File: src/rtl/temp_alarm_pkg.sv
// Package: shared constants and helpers for the temperature alarm block.
// Assumes samples are two's-complement in 1/16 degree C units.
package temp_alarm_pkg;

    localparam int SAMPLE_W  = 12;
    localparam int FQ_SEL_W  = 2;
    // Counter must hold the largest depth minus one; one spare bit for the compare.
    localparam int FQ_CNT_W  = (1 << FQ_SEL_W) - 1 + 1;

    typedef enum logic {
        PH_TRIP    = 1'b0,   // waiting for the trip-point crossing
        PH_RELEASE = 1'b1    // waiting for the hysteresis crossing
    } ev_phase_t;

    // Decode the depth select into a consecutive-sample requirement.
    function automatic logic [FQ_CNT_W-1:0] fq_depth(input logic [FQ_SEL_W-1:0] sel);
        logic [FQ_CNT_W-1:0] one;
        one = {{(FQ_CNT_W-1){1'b0}}, 1'b1};
        return one << sel;
    endfunction

endpackage

File: src/rtl/temp_thresh_cmp.sv
// Module: temp_thresh_cmp
// Judges one sample against a trip point and its hysteresis point.
// HIGH_SIDE=1: trip when above TRIP, release when below HYST.
// HIGH_SIDE=0: trip when below TRIP, release when above HYST.
// Purely combinational; assumes TRIP and HYST are on the correct sides.
module temp_thresh_cmp #(
    parameter int W         = 12,
    parameter int TRIP      = 1600,
    parameter int HYST      = 1440,
    parameter bit HIGH_SIDE = 1'b1
) (
    input  logic [W-1:0] sample,
    output logic         trip,
    output logic         release_ev
);
    localparam logic signed [W-1:0] TRIP_S = TRIP[W-1:0];
    localparam logic signed [W-1:0] HYST_S = HYST[W-1:0];

    logic signed [W-1:0] s;
    assign s = $signed(sample);

    generate
        if (HIGH_SIDE) begin : g_high
            // Over-temperature side comparisons.
            assign trip       = s > TRIP_S;
            assign release_ev = s < HYST_S;
        end else begin : g_low
            // Under-temperature side comparisons.
            assign trip       = s < TRIP_S;
            assign release_ev = s > HYST_S;
        end
    endgenerate
endmodule

File: src/rtl/temp_alarm_chan.sv
// Module: temp_alarm_chan
// One status flag with its consecutive-event counter and interrupt-mode phase.
// Assumes trip and release_ev are never both high for the same sample.
// Order inside a cycle: read clear, then sample evaluation, then shutdown override.
module temp_alarm_chan
    import temp_alarm_pkg::*;
#(
    parameter int SEL_W = FQ_SEL_W,
    parameter int CNT_W = FQ_CNT_W
) (
    input  logic             clk,
    input  logic             rst_n,
    input  logic             valid,
    input  logic             trip,
    input  logic             release_ev,
    input  logic             mode_int,
    input  logic [SEL_W-1:0] fq_sel,
    input  logic             shutdown,
    input  logic             rd,
    output logic             status
);
    logic             st_q, st_d;
    ev_phase_t        ph_q, ph_d;
    logic [CNT_W-1:0] cnt_q, cnt_d;
    logic [CNT_W-1:0] cnt_inc;
    logic [CNT_W-1:0] need;
    logic             ev;

    assign need    = fq_depth(fq_sel);
    assign cnt_inc = cnt_q + {{(CNT_W-1){1'b0}}, 1'b1};

    // Next-state: read clear, sample qualification, shutdown override.
    always_comb begin
        st_d  = st_q;
        ph_d  = mode_int ? ph_q : PH_TRIP;
        cnt_d = cnt_q;
        ev    = 1'b0;
        if (mode_int && rd && st_q) begin
            st_d  = 1'b0;
            ph_d  = (ph_q == PH_TRIP) ? PH_RELEASE : PH_TRIP;
            cnt_d = '0;
        end
        if (valid) begin
            ev = (mode_int && ph_d == PH_RELEASE) ? release_ev : trip;
            if (mode_int && st_d) begin
                cnt_d = '0;
            end else if (ev) begin
                if (cnt_inc >= need) begin
                    st_d  = 1'b1;
                    cnt_d = '0;
                end else begin
                    cnt_d = cnt_inc;
                end
            end else begin
                cnt_d = '0;
            end
            if (!mode_int && release_ev) st_d = 1'b0;
        end
        if (shutdown) begin
            st_d  = 1'b0;
            ph_d  = PH_TRIP;
            cnt_d = '0;
        end
    end

    // State registers with synchronous active-low reset.
    always_ff @(posedge clk) begin
        if (!rst_n) begin
            st_q  <= 1'b0;
            ph_q  <= PH_TRIP;
            cnt_q <= '0;
        end else begin
            st_q  <= st_d;
            ph_q  <= ph_d;
            cnt_q <= cnt_d;
        end
    end

    assign status = st_q;

    // shutdown forces the flag low on the next cycle.
    p_shutdown_clear_r7: assert property (@(posedge clk) disable iff (!rst_n)
        shutdown |=> !status);

    // a latched interrupt flag holds without a read.
    p_intr_hold_r5: assert property (@(posedge clk) disable iff (!rst_n)
        (mode_int && status && !rd && !shutdown) |=> status);

    // a read with no sample clears an interrupt flag.
    p_intr_read_clear_r5: assert property (@(posedge clk) disable iff (!rst_n)
        (mode_int && status && rd && !valid && !shutdown) |=> !status);

    // reads do not disturb a comparator-mode flag.
    p_cmp_read_noeffect_r10: assert property (@(posedge clk) disable iff (!rst_n)
        (!mode_int && status && rd && !valid && !shutdown) |=> status);

    // a flag only rises on the cycle after a valid sample.
    p_rise_needs_valid_r4: assert property (@(posedge clk) disable iff (!rst_n)
        $rose(status) |-> $past(valid));
endmodule

File: src/rtl/temp_alarm_status.sv
// Module: temp_alarm_status (top)
// Builds the OT and UT channels from two threshold comparators and drives
// the polarity-selected alarm level. Thresholds are parameters in LSB units
// (1/16 degree C). Assumes TH > TH_HYST and TL < TL_HYST.
module temp_alarm_status
    import temp_alarm_pkg::*;
#(
    parameter int W       = SAMPLE_W,
    parameter int TH      = 1600,
    parameter int TH_HYST = 1440,
    parameter int TL      = -640,
    parameter int TL_HYST = -480
) (
    input  logic                clk,
    input  logic                rst_n,
    input  logic                sample_valid,
    input  logic [W-1:0]        sample_data,
    input  logic                mode_int,
    input  logic [FQ_SEL_W-1:0] fq_sel,
    input  logic                alarm_active_high,
    input  logic                shutdown,
    input  logic                status_rd,
    output logic                ot_status,
    output logic                ut_status,
    output logic                alarm_out
);
    logic hi_trip, hi_rel, lo_trip, lo_rel;

    temp_thresh_cmp #(.W(W), .TRIP(TH), .HYST(TH_HYST), .HIGH_SIDE(1'b1)) u_cmp_hi (
        .sample(sample_data), .trip(hi_trip), .release_ev(hi_rel));

    temp_thresh_cmp #(.W(W), .TRIP(TL), .HYST(TL_HYST), .HIGH_SIDE(1'b0)) u_cmp_lo (
        .sample(sample_data), .trip(lo_trip), .release_ev(lo_rel));

    temp_alarm_chan u_ot (
        .clk(clk), .rst_n(rst_n), .valid(sample_valid),
        .trip(hi_trip), .release_ev(hi_rel), .mode_int(mode_int),
        .fq_sel(fq_sel), .shutdown(shutdown), .rd(status_rd),
        .status(ot_status));

    temp_alarm_chan u_ut (
        .clk(clk), .rst_n(rst_n), .valid(sample_valid),
        .trip(lo_trip), .release_ev(lo_rel), .mode_int(mode_int),
        .fq_sel(fq_sel), .shutdown(shutdown), .rd(status_rd),
        .status(ut_status));

    // Alarm level: asserted while either flag is set, polarity applied last.
    assign alarm_out = (ot_status | ut_status) ~^ alarm_active_high;

    // comparator-mode OT cannot be set while the sample is below hysteresis.
    p_cmp_ot_release_r2: assert property (@(posedge clk) disable iff (!rst_n)
        (!mode_int && sample_valid && hi_rel) |=> !ot_status);

    // comparator-mode UT cannot be set while the sample is above hysteresis.
    p_cmp_ut_release_r3: assert property (@(posedge clk) disable iff (!rst_n)
        (!mode_int && sample_valid && lo_rel) |=> !ut_status);
endmodule

File: config.mk
export PLATFORM = sky130hd
export DESIGN_NAME = temp_alarm_status
export DESIGN_NICKNAME = d
export VERILOG_FILES = /design/src/rtl/temp_alarm_pkg.sv /design/src/rtl/temp_thresh_cmp.sv /design/src/rtl/temp_alarm_chan.sv /design/src/rtl/temp_alarm_status.sv
export SDC_FILE = /design/constraint.sdc
export NUM_CORES = 1
export LEC_CHECK = 0
export ABC_AREA = 1
export ABC_CLOCK_PERIOD_IN_PS = 1500
export BUFFER_PORTS_ARGS = -buffer_cell sky130_fd_sc_hd__clkbuf_2
export CORE_AREA = 2 2 50 52
export CTS_CLUSTER_DIAMETER = 60
export CTS_CLUSTER_SIZE = 10
export DETAILED_ROUTE_END_ITERATION = 7
export DIE_AREA = 0 0 52 54
export HOLD_SLACK_MARGIN = 0.08
export PLACE_DENSITY = 0.83
export SKIP_CTS_REPAIR_TIMING = 1
export SYNTH_ARGS = -nofsm -noshare
export SYNTH_HDL_FRONTEND = slang
export SYNTH_SLANG_ARGS = --single-unit
File: constraint.sdc
create_clock -name clk -period 1.5 [get_ports clk]
set_input_delay 0.3 -clock clk [delete_from_list [all_inputs] [get_ports clk]]
set_output_delay 0.3 -clock clk [all_outputs]
set_load 0.03 [all_outputs]
Word level (Yosys, flattened, before mapping)
Index checks and enable logic that the tools add are counted.

Add/subtract/negate cells: 2. Order comparisons: 6. Shift-type cells: 1. Muxes and demuxes: 30. Bitwise gates (word level): 3. Reductions and logical operators: 13.

Operators with widths (count): $mux W4 (10); $mux W1 (20); $gt A12 B10 Y1 const B (1); $gt A12 B12 Y1 const B (1); $lt A12 B11 Y1 const B (1); $lt A12 B12 Y1 const B (1); $logic_and A1 B1 Y1 (9); $add A4 B1 Y4 const B (2); $ge A4 B4 Y1 (2); $reduce_bool A2 Y1 (2); $shl A1 B2 Y4 const A (1); $reduce_or A2 Y1 (1); $logic_not A1 Y1 (1); $not A1 Y1 (1); $or A1 B1 Y1 (1); $xnor A1 B1 Y1 (1).

Flip-flop bits (word level): 12. Input bits: 21. Output and inout bits: 3. Word-level logic and storage cells: 61.

Logic depth before layout (Yosys ltp)
Gate-level depths: netlist of run 1.

Depth in word-level cells: 9. Mapped depth: 10. Gate-level depth less buffers: 10.

Modules after synthesis
A second synthesis of run 1 with hierarchy kept.

Cell total of the unflattened synthesis: 188. Area, all modules: 1123.6 µm².

By module, submodules not included: temp_alarm_chan (instances 2, cells an instance 67, area an instance 451.7 µm², seq. area each 120.1 µm²); temp_thresh_cmp (u_cmp_lo) (instances 1, cells an instance 28, area an instance 113.9 µm², seq. area each 0.0 µm²); temp_thresh_cmp (u_cmp_hi) (instances 1, cells an instance 21, area an instance 86.3 µm², seq. area each 0.0 µm²); temp_alarm_status (instances 1, cells an instance 5, area an instance 20.0 µm², seq. area each 0.0 µm²).

Least setup slack after synthesis of run 1
Ideal clock, no wire load.

Path type: register to register. Start: reg u_ot.cnt_q[0]. End: reg u_ot.cnt_q[1]. Library setup time: 0.123 ns. Arrival: 1.506 ns. Data required time: 1.377 ns. Setup slack: -0.129 ns. Cell stages (with the launch flop): 11. Path buffers: 0. Period minus slack after synthesis: 1.629 ns. Cell sequence: dfxtp_1 > ha_1 > xnor2_1 > inv_1 > ha_1 > nand2_1 > o21bai_1 > o211ai_1 > inv_1 > nand3_1 > a21oi_1.

Cells in the longest elaborated chain, start to end: 6.

RTL lines: start: declaration (line temp_alarm_chan.sv:24) `logic [CNT_W-1:0] cnt_q, cnt_d;`; start signal: assignment (line temp_alarm_chan.sv:75) `cnt_q <= cnt_d;`; $add A4 B1 Y4 (*) (line temp_alarm_chan.sv:30) `assign cnt_inc = cnt_q + {{(CNT_W-1){1'b0}}, 1'b1};`; $ge A4 B4 Y1 (line temp_alarm_chan.sv:48) `if (cnt_inc >= need) begin`; $mux W4 (*) (line temp_alarm_chan.sv:48); $mux W4 (*) (line temp_alarm_chan.sv:47) `end else if (ev) begin`; $mux W4 (*) (line temp_alarm_chan.sv:45) `if (mode_int && st_d) begin`; $mux W4 (*) (line temp_alarm_chan.sv:43) `if (valid) begin`.

Every way passes the cells marked *; elsewhere a longest branch is shown, timed or not. A chain may end at the register's enable or synchronous reset.

Worst setup path after layout of run 1
Start: reg u_ut.cnt_q[1]. End: reg u_ut.cnt_q[1].

Cells in the longest elaborated chain, start to end: 6.

RTL lines (line): start: declaration (temp_alarm_chan.sv:24); start signal: assignment (temp_alarm_chan.sv:75); $add A4 B1 Y4 (*) (temp_alarm_chan.sv:30); $ge A4 B4 Y1 (temp_alarm_chan.sv:48); $mux W4 (*) (temp_alarm_chan.sv:48); $mux W4 (*) (temp_alarm_chan.sv:47); $mux W4 (*) (temp_alarm_chan.sv:45); $mux W4 (*) (temp_alarm_chan.sv:43).

Marks and branches as above.

==> results.sh, run 1 <==
export IMPL_antenna_cells=0
export IMPL_fin_area_sq_um=1480
export IMPL_cp_buffers_inverters=1
export IMPL_period_share=1.124
export IMPL_pin_count=24
export IMPL_hold_viol=0
export IMPL_drt_iter0_drc=9
export IMPL_dp_hpwl_um=1978
export IMPL_fillers=225
export IMPL_yosysUniqueCellTypes=21
export IMPL_path_cells="ha_4, ha_4, inv_2, o21bai_1, nand3_1, nand3_2, nor2_4, nand3_1, a21oi_1"
export IMPL_rsz0062_at_grt="yes"
export IMPL_antenna_left=0
export IMPL_synth_area_sq_um=1015
export IMPL_ys_seq_area_frac=0.2367
export IMPL_met1_length_um=969
export IMPL_grt_overflow_total=0
export IMPL_cp_depth=9
export IMPL_ir_drop_v=0.0003262
export IMPL_top_layer="met4"
export IMPL_wl_per_cell_um=10.51
export IMPL_skew_ns=0.0001997
export IMPL_min_path_type="in2reg"
export IMPL_maxSlewHeadroom=0.7670
export IMPL_status="finished, violations left"
export IMPL_setup_viol=10
export IMPL_cts_buffers=3
export IMPL_hold_path_depth=4
export IMPL_dp_cells=221
export IMPL_cp_slowest_stage_delay_ns=0.36
export IMPL_p_leak_nw=0.6587
export IMPL_num_rows=18
export IMPL_cp_max_fo=4
export IMPL_grt_antenna_before_repair=0
export IMPL_avgSynthCellArea_sq_um=6.382
export IMPL_final_layout_size_suffix_gt1_frac=0.4010
export IMPL_clkSlewWorstSetupHoldPaths_ns=0.07
export IMPL_drc=0
export IMPL_cts_path_max_buffers=2
export IMPL_final_cells=227
export IMPL_area_delta_synth_final_pct=45.87
export IMPL_maxSlewViolCount=0
export IMPL_cp_arrival_ns=1.88
export IMPL_gp_congestion=0.7960
export IMPL_wl_met2_um=1286
export IMPL_critical_path_class="reg2reg"
export IMPL_coreArea_sq_um=2320
export IMPL_powerDensity_nw_per_um2=465.8
export IMPL_grt_max_degree=9
export IMPL_insertion_delay_ns=0.27
export IMPL_grt_pass1_vias=1020
export IMPL_vias_per_cell=4.837
export IMPL_rrSetupSlack_ns=-0.19
export IMPL_die_h_um=54
export IMPL_worst_pin_slew_ns=0.3482
export IMPL_cp_top_family="simple AND/OR/NAND/NOR gates"
export IMPL_violations="setup timing"
export IMPL_root_buffer="clkbuf_4"
export IMPL_critPathSlowestCell="dfxtp_4"
export IMPL_initial_utilization=0.4374
export IMPL_drv_cap=0
export IMPL_endpoint_kind="flop"
export IMPL_finish_net_count=230
export IMPL_groute_usage_overall=0.1886
export IMPL_portBuffers=23
export IMPL_synth_warnings=0
export IMPL_vias=1098
export IMPL_drt_pass1_iter_count=4
export IMPL_postPlaceCellArea_sq_um=1324
export IMPL_clkSinkCount=12
export IMPL_dieArea_sq_um=2808
export IMPL_crit_path_start_kind="flop"
export IMPL_h_tree_depth=1
export IMPL_fin_crit_ns=1.685
export IMPL_ys_ff_latch=12
export IMPL_fmax_ghz=0.5934
export IMPL_netlist_instances=159
export IMPL_met3_length_um=86
export IMPL_die_w_um=52
export IMPL_syn_num_nets=190
export IMPL_tritoncts="built"
export IMPL_critical_path_required_ns=1.69
export IMPL_setup_ws_ns=-0.1853
export IMPL_grt_pass1_wl_um=3912
export IMPL_r2r_cells=9
export IMPL_wirelength_um=2385
-- state kept, by name, indices dropped and copies added, names as in the netlist --
register and cells:
u_ut.status 1, u_ut.cnt_q 4, u_ut.ph_q 1, u_ot.cnt_q 4, u_ot.ph_q 1, u_ot.status 1
-- Yosys cell counts, drive strengths merged --
library cell / n / area [sq um]
a21oi: 12 / 60.06
a31oi: 1 / 6.260
dfxtp: 12 / 240.2
ha: 10 / 125.1
inv: 28 / 105.1
nand2: 36 / 147.6
nand3: 21 / 105.1
nand3b: 2 / 15.01
nand4: 1 / 6.260
nor2: 20 / 90.08
nor3: 1 / 5.000
o211ai: 2 / 15.01
o21ai: 5 / 28.78
o21bai: 2 / 15.01
or2: 1 / 6.260
xnor2: 2 / 17.52
xor2: 3 / 26.28
-- power breakdown --
group	switching [mW]	internal (mW)	leakage, nW
clock	0.101	0.0929	0.0138
combinational	0.107	0.0695	0.544
sequential	0.00214	0.316	0.100
total	0.211	0.479	0.659
-- through the flow --
stage          hold slack (ns)  power [mW]  setup WS [ns]  setup TNS (ns)  utilization
2_1_floorplan           0.4551      0.4268       -0.08231         -0.3236            -
5_1_grt                 0.3559      0.7293        -0.2848          -2.439       0.6381
4_1_cts                 0.3343      0.6807        -0.2675          -2.104       0.5804
3_3_place_gp            0.4741      0.4849        -0.1819          -1.475       0.5707
3_5_place_dp            0.4763      0.4902        -0.2549          -2.281       0.5707
6_report                0.3399      0.6894        -0.1853          -1.485       0.6381
-- kinds of logic (layout without fill, tap and decap cells) --
kind of cell    count (synthesis)  count (layout)  synth area share
compound gates                 22              22            0.1233
xor+xnor                        5               5           0.04316
fa+ha+maj                      10              10            0.1233
buf+inv                        28              66            0.1036
flops                          12              12            0.2367
simple gates                   82              82            0.3699
-- worst reg2reg max path: stages (launching register included) --
cell,delay [ns]
dfxtp_4,0.36
ha_4,0.25
ha_4,0.24
inv_2,0.04
o21bai_1,0.07
nand3_1,0.12
nand3_2,0.13
nor2_4,0.17
nand3_1,0.10
a21oi_1,0.13
-- path summary, 6_finish.rpt --
path                                            startpoint                         end
worst max-delay path            u_ut.cnt_q[1]$_SDFFE_PP0P_  u_ut.cnt_q[1]$_SDFFE_PP0P_
worst min-delay path                              shutdown      u_ot.status$_SDFF_PP0_
worst max register to register  u_ut.cnt_q[1]$_SDFFE_PP0P_  u_ut.cnt_q[1]$_SDFFE_PP0P_
worst min register to register  u_ut.cnt_q[3]$_SDFFE_PP0P_  u_ut.cnt_q[3]$_SDFFE_PP0P_
-- routing by layer --
| metal | vias to the layer above | GRT usage |
|---|---|---|
| met2 | 22 | 0.3629 |
| li1 | 587 | - |
| met1 | 484 | 0.2027 |
| met4 | 0 | 0.09211 |
| met3 | 5 | 0.02222 |
| met5 | - | 0 |
-- placed cells by master (no fill, tap or decap), types with 2 or more instances in the layout --
master and n:
nor2_4 3, nand3_1 13, nor2_1 17, o211ai_1 2, dfxtp_2 4, ha_1 4, inv_2 4, o21ai_0 4
nand3b_1 2, buf_4 12, ha_4 6, nand2_2 3, a21oi_2 3, dfxtp_1 6, nand3_2 8, dfxtp_4 2
nand2_4 2, clkbuf_2 22, clkbuf_4 3, a21oi_1 9, inv_1 24, nand2_1 31, xor2_2 2, o21bai_1 2
-- final cells by class --
| type | count | area (sq um) | share of cell area |
|---|---|---|---|
| timing repair buffer | 35 | 205.2 | 0.1386 |
| inverter | 28 | 105.1 | 0.07101 |
| sequential | 12 | 252.7 | 0.1708 |
| clock buffer | 3 | 22.52 | 0.01522 |
| tap | 30 | 37.54 | 0.02536 |
| multi-input combinational | 119 | 857.1 | 0.5790 |
Note: power is estimated with default switching activity, not from simulation.
==> inputs of run 2 (changes only) <==
SETUP_SLACK_MARGIN = 0.4   (was unset)
==> results.sh, run 2 (synthesized netlist as in run 1, its figures left out) <==
export IMPL_status="finished, violations left"
export IMPL_violations="setup timing"
export IMPL_min_path_type="in2reg"
export IMPL_r2r_start="u_ot.cnt_q[1]$_SDFFE_PP0P_"
export IMPL_fin_crit_ns=1.761
export IMPL_setup_viol=10
export IMPL_grt_pass1_vias=989
export IMPL_clkSinkCount=12
export IMPL_cp_arrival_ns=1.96
export IMPL_die_w_um=52
export IMPL_grt_pass1_wl_um=3870
export IMPL_antenna_cells=0
export IMPL_fmax_ghz=0.5679
export IMPL_final_util=0.6942
export IMPL_critPathSlowestCell="dfxtp_4"
export IMPL_coreArea_sq_um=2320
export IMPL_skew_ns=0.005802
export IMPL_dp_cells=224
export IMPL_p_leak_nw=0.7067
export IMPL_wirelength_um=2571
export IMPL_drt_iter0_drc=9
export IMPL_setup_ws_ns=-0.2610
export IMPL_wl_per_cell_um=11.03
export IMPL_layout_common_cells="nand2_1 (32), inv_1 (26), clkbuf_2 (20), buf_4 (17), nor2_1 (16)"
export IMPL_root_buffer="clkbuf_4"
export IMPL_dieArea_sq_um=2808
export IMPL_clkSlewWorstSetupHoldPaths_ns=0.07
export IMPL_largestRegisters="u_ot.cnt_q x4, u_ut.cnt_q x4"
export IMPL_cts_buffers=3
export IMPL_vias_per_cell=4.815
export IMPL_r2r_cells=10
export IMPL_grt_overflow_total=0
export IMPL_tritoncts="built"
export IMPL_hold_viol=0
export IMPL_portBuffers=23
export IMPL_endpoint_kind="flop"
export IMPL_initial_utilization=0.4374
export IMPL_h_tree_depth=1
export IMPL_drt_pass1_iter_count=4
export IMPL_hold_end="u_ot.status$_SDFF_PP0_"
export IMPL_antenna_left=0
export IMPL_timing_hold_ws_ns=0.3297
export IMPL_drv_cap=0
export IMPL_cp_max_fo=4
export IMPL_grt_antenna_before_repair=0
export IMPL_hold_path_depth=3
export IMPL_powerDensity_nw_per_um2=469.3
export IMPL_worst_pin_slew_ns=0.3417
export IMPL_die_h_um=54
export IMPL_cp_slowest_stage_delay_ns=0.38
export IMPL_gp_congestion=0.7934
export IMPL_critical_path_class="reg2reg"
export IMPL_num_rows=18
export IMPL_reg2reg_to="u_ot.cnt_q[0]$_SDFFE_PP0P_"
export IMPL_pin_count=24
export IMPL_final_cells=233
export IMPL_maxSlewViolCount=0
export IMPL_p_total_uw=755.7
export IMPL_final_layout_size_suffix_gt1_frac=0.4384
export IMPL_cts_path_max_buffers=2
export IMPL_fin_area_sq_um=1610
export IMPL_rrSetupSlack_ns=-0.26
export IMPL_drc=0
export IMPL_path_cells="nand3_2, xor2_2, inv_1, ha_4, nand2_2, o21bai_1, o211ai_1, inv_1, nand3_1, a21oi_1"
export IMPL_vias=1122
export IMPL_layout_commonest_cell="nand2_1"
export IMPL_postPlaceCellArea_sq_um=1378
export IMPL_maxSlewHeadroom=0.7720
export IMPL_crit_path_start_kind="flop"
export IMPL_fillers=184
export IMPL_critical_path_required_ns=1.70
export IMPL_finish_net_count=235
export IMPL_grt_max_degree=9
export IMPL_period_share=1.174
export IMPL_area_delta_synth_final_pct=58.69
export IMPL_insertion_delay_ns=0.27
export IMPL_rsz0062_at_grt="yes"
export IMPL_dp_hpwl_um=1944
export IMPL_groute_usage_overall=0.1833
export IMPL_hp_start="sample_valid"
export IMPL_critPathMostFrequentCell="inv_1"
export IMPL_ir_drop_v=0.0005005
run 2: cell count changes in the layout (fill, tap and decap cells not counted), moves of 3 or more:
cell	before	now
buf_4	12	17
dfxtp_4	2	6
a21oi_1	9	5
buf_6	0	3
a21oi_2	3	7
run 2: worst max-delay path: cells and delay by family (launching register included):
| family | cells | cell delay (ns) |
|---|---|---|
| DFF | 1 | 0.38 |
| buffers and inverters | 2 | 0.24 |
| xor gates and xnor gates | 1 | 0.16 |
| AOI/OAI and AO/OA | 3 | 0.39 |
| adders and majority gates | 1 | 0.25 |
| and+or+nand+nor | 3 | 0.26 |
run 2: metrics by stage:
| stage | setup WS, ns | TNS (ns) |
|---|---|---|
| after floorplan | -0.08231 | -0.3227 |
| after global placement | -0.1952 | -1.524 |
| after detailed placement | -0.2505 | -1.963 |
| after CTS | -0.2819 | -1.990 |
| after global routing | -0.3613 | -2.644 |
| final | -0.2610 | -1.711 |
run 2: where the power goes:
part / switching (mW) / total, mW / internal, mW
clock network: 0.102 / 0.250 / 0.148
registers: 0.00319 / 0.313 / 0.310
logic: 0.110 / 0.192 / 0.0821
total: 0.216 / 0.756 / 0.540
run 2: final cells by class:
class	instances	area (sq um)	share of cell area
Inverter	28	105.1	0.06527
Multi-Input combinational cell	119	904.6	0.5618
Timing Repair Buffer	40	261.5	0.1624
Sequential cell	12	265.3	0.1647
Tap cell	30	37.54	0.02331
Clock buffer	4	36.28	0.02253
run 2: worst max-delay path by stage:
stage / cells past startpoint / slack [ns] / from / endpoint
floorplan: 10 / -0.08 / u_ot.cnt_q[1]$_SDFFE_PP0P_ / u_ot.cnt_q[0]$_SDFFE_PP0P_
global route: 10 / -0.36 / u_ot.cnt_q[1]$_SDFFE_PP0P_ / u_ot.cnt_q[0]$_SDFFE_PP0P_
global placement: 11 / -0.20 / fq_sel[0] / u_ut.cnt_q[2]$_SDFFE_PP0P_
finish: 10 / -0.26 / u_ot.cnt_q[1]$_SDFFE_PP0P_ / u_ot.cnt_q[0]$_SDFFE_PP0P_
detailed placement: 10 / -0.25 / u_ot.cnt_q[1]$_SDFFE_PP0P_ / u_ot.cnt_q[0]$_SDFFE_PP0P_
CTS: 10 / -0.28 / u_ot.cnt_q[1]$_SDFFE_PP0P_ / u_ot.cnt_q[0]$_SDFFE_PP0P_
run 2: routing by layer:
layer  up-vias  track usage  share of wire
li1        600            -              -
met1       502       0.2191           0.46
met2        16       0.3228           0.51
met3         4      0.05000          0.026
met4         0      0.04825         0.0047
met5         -            0              0
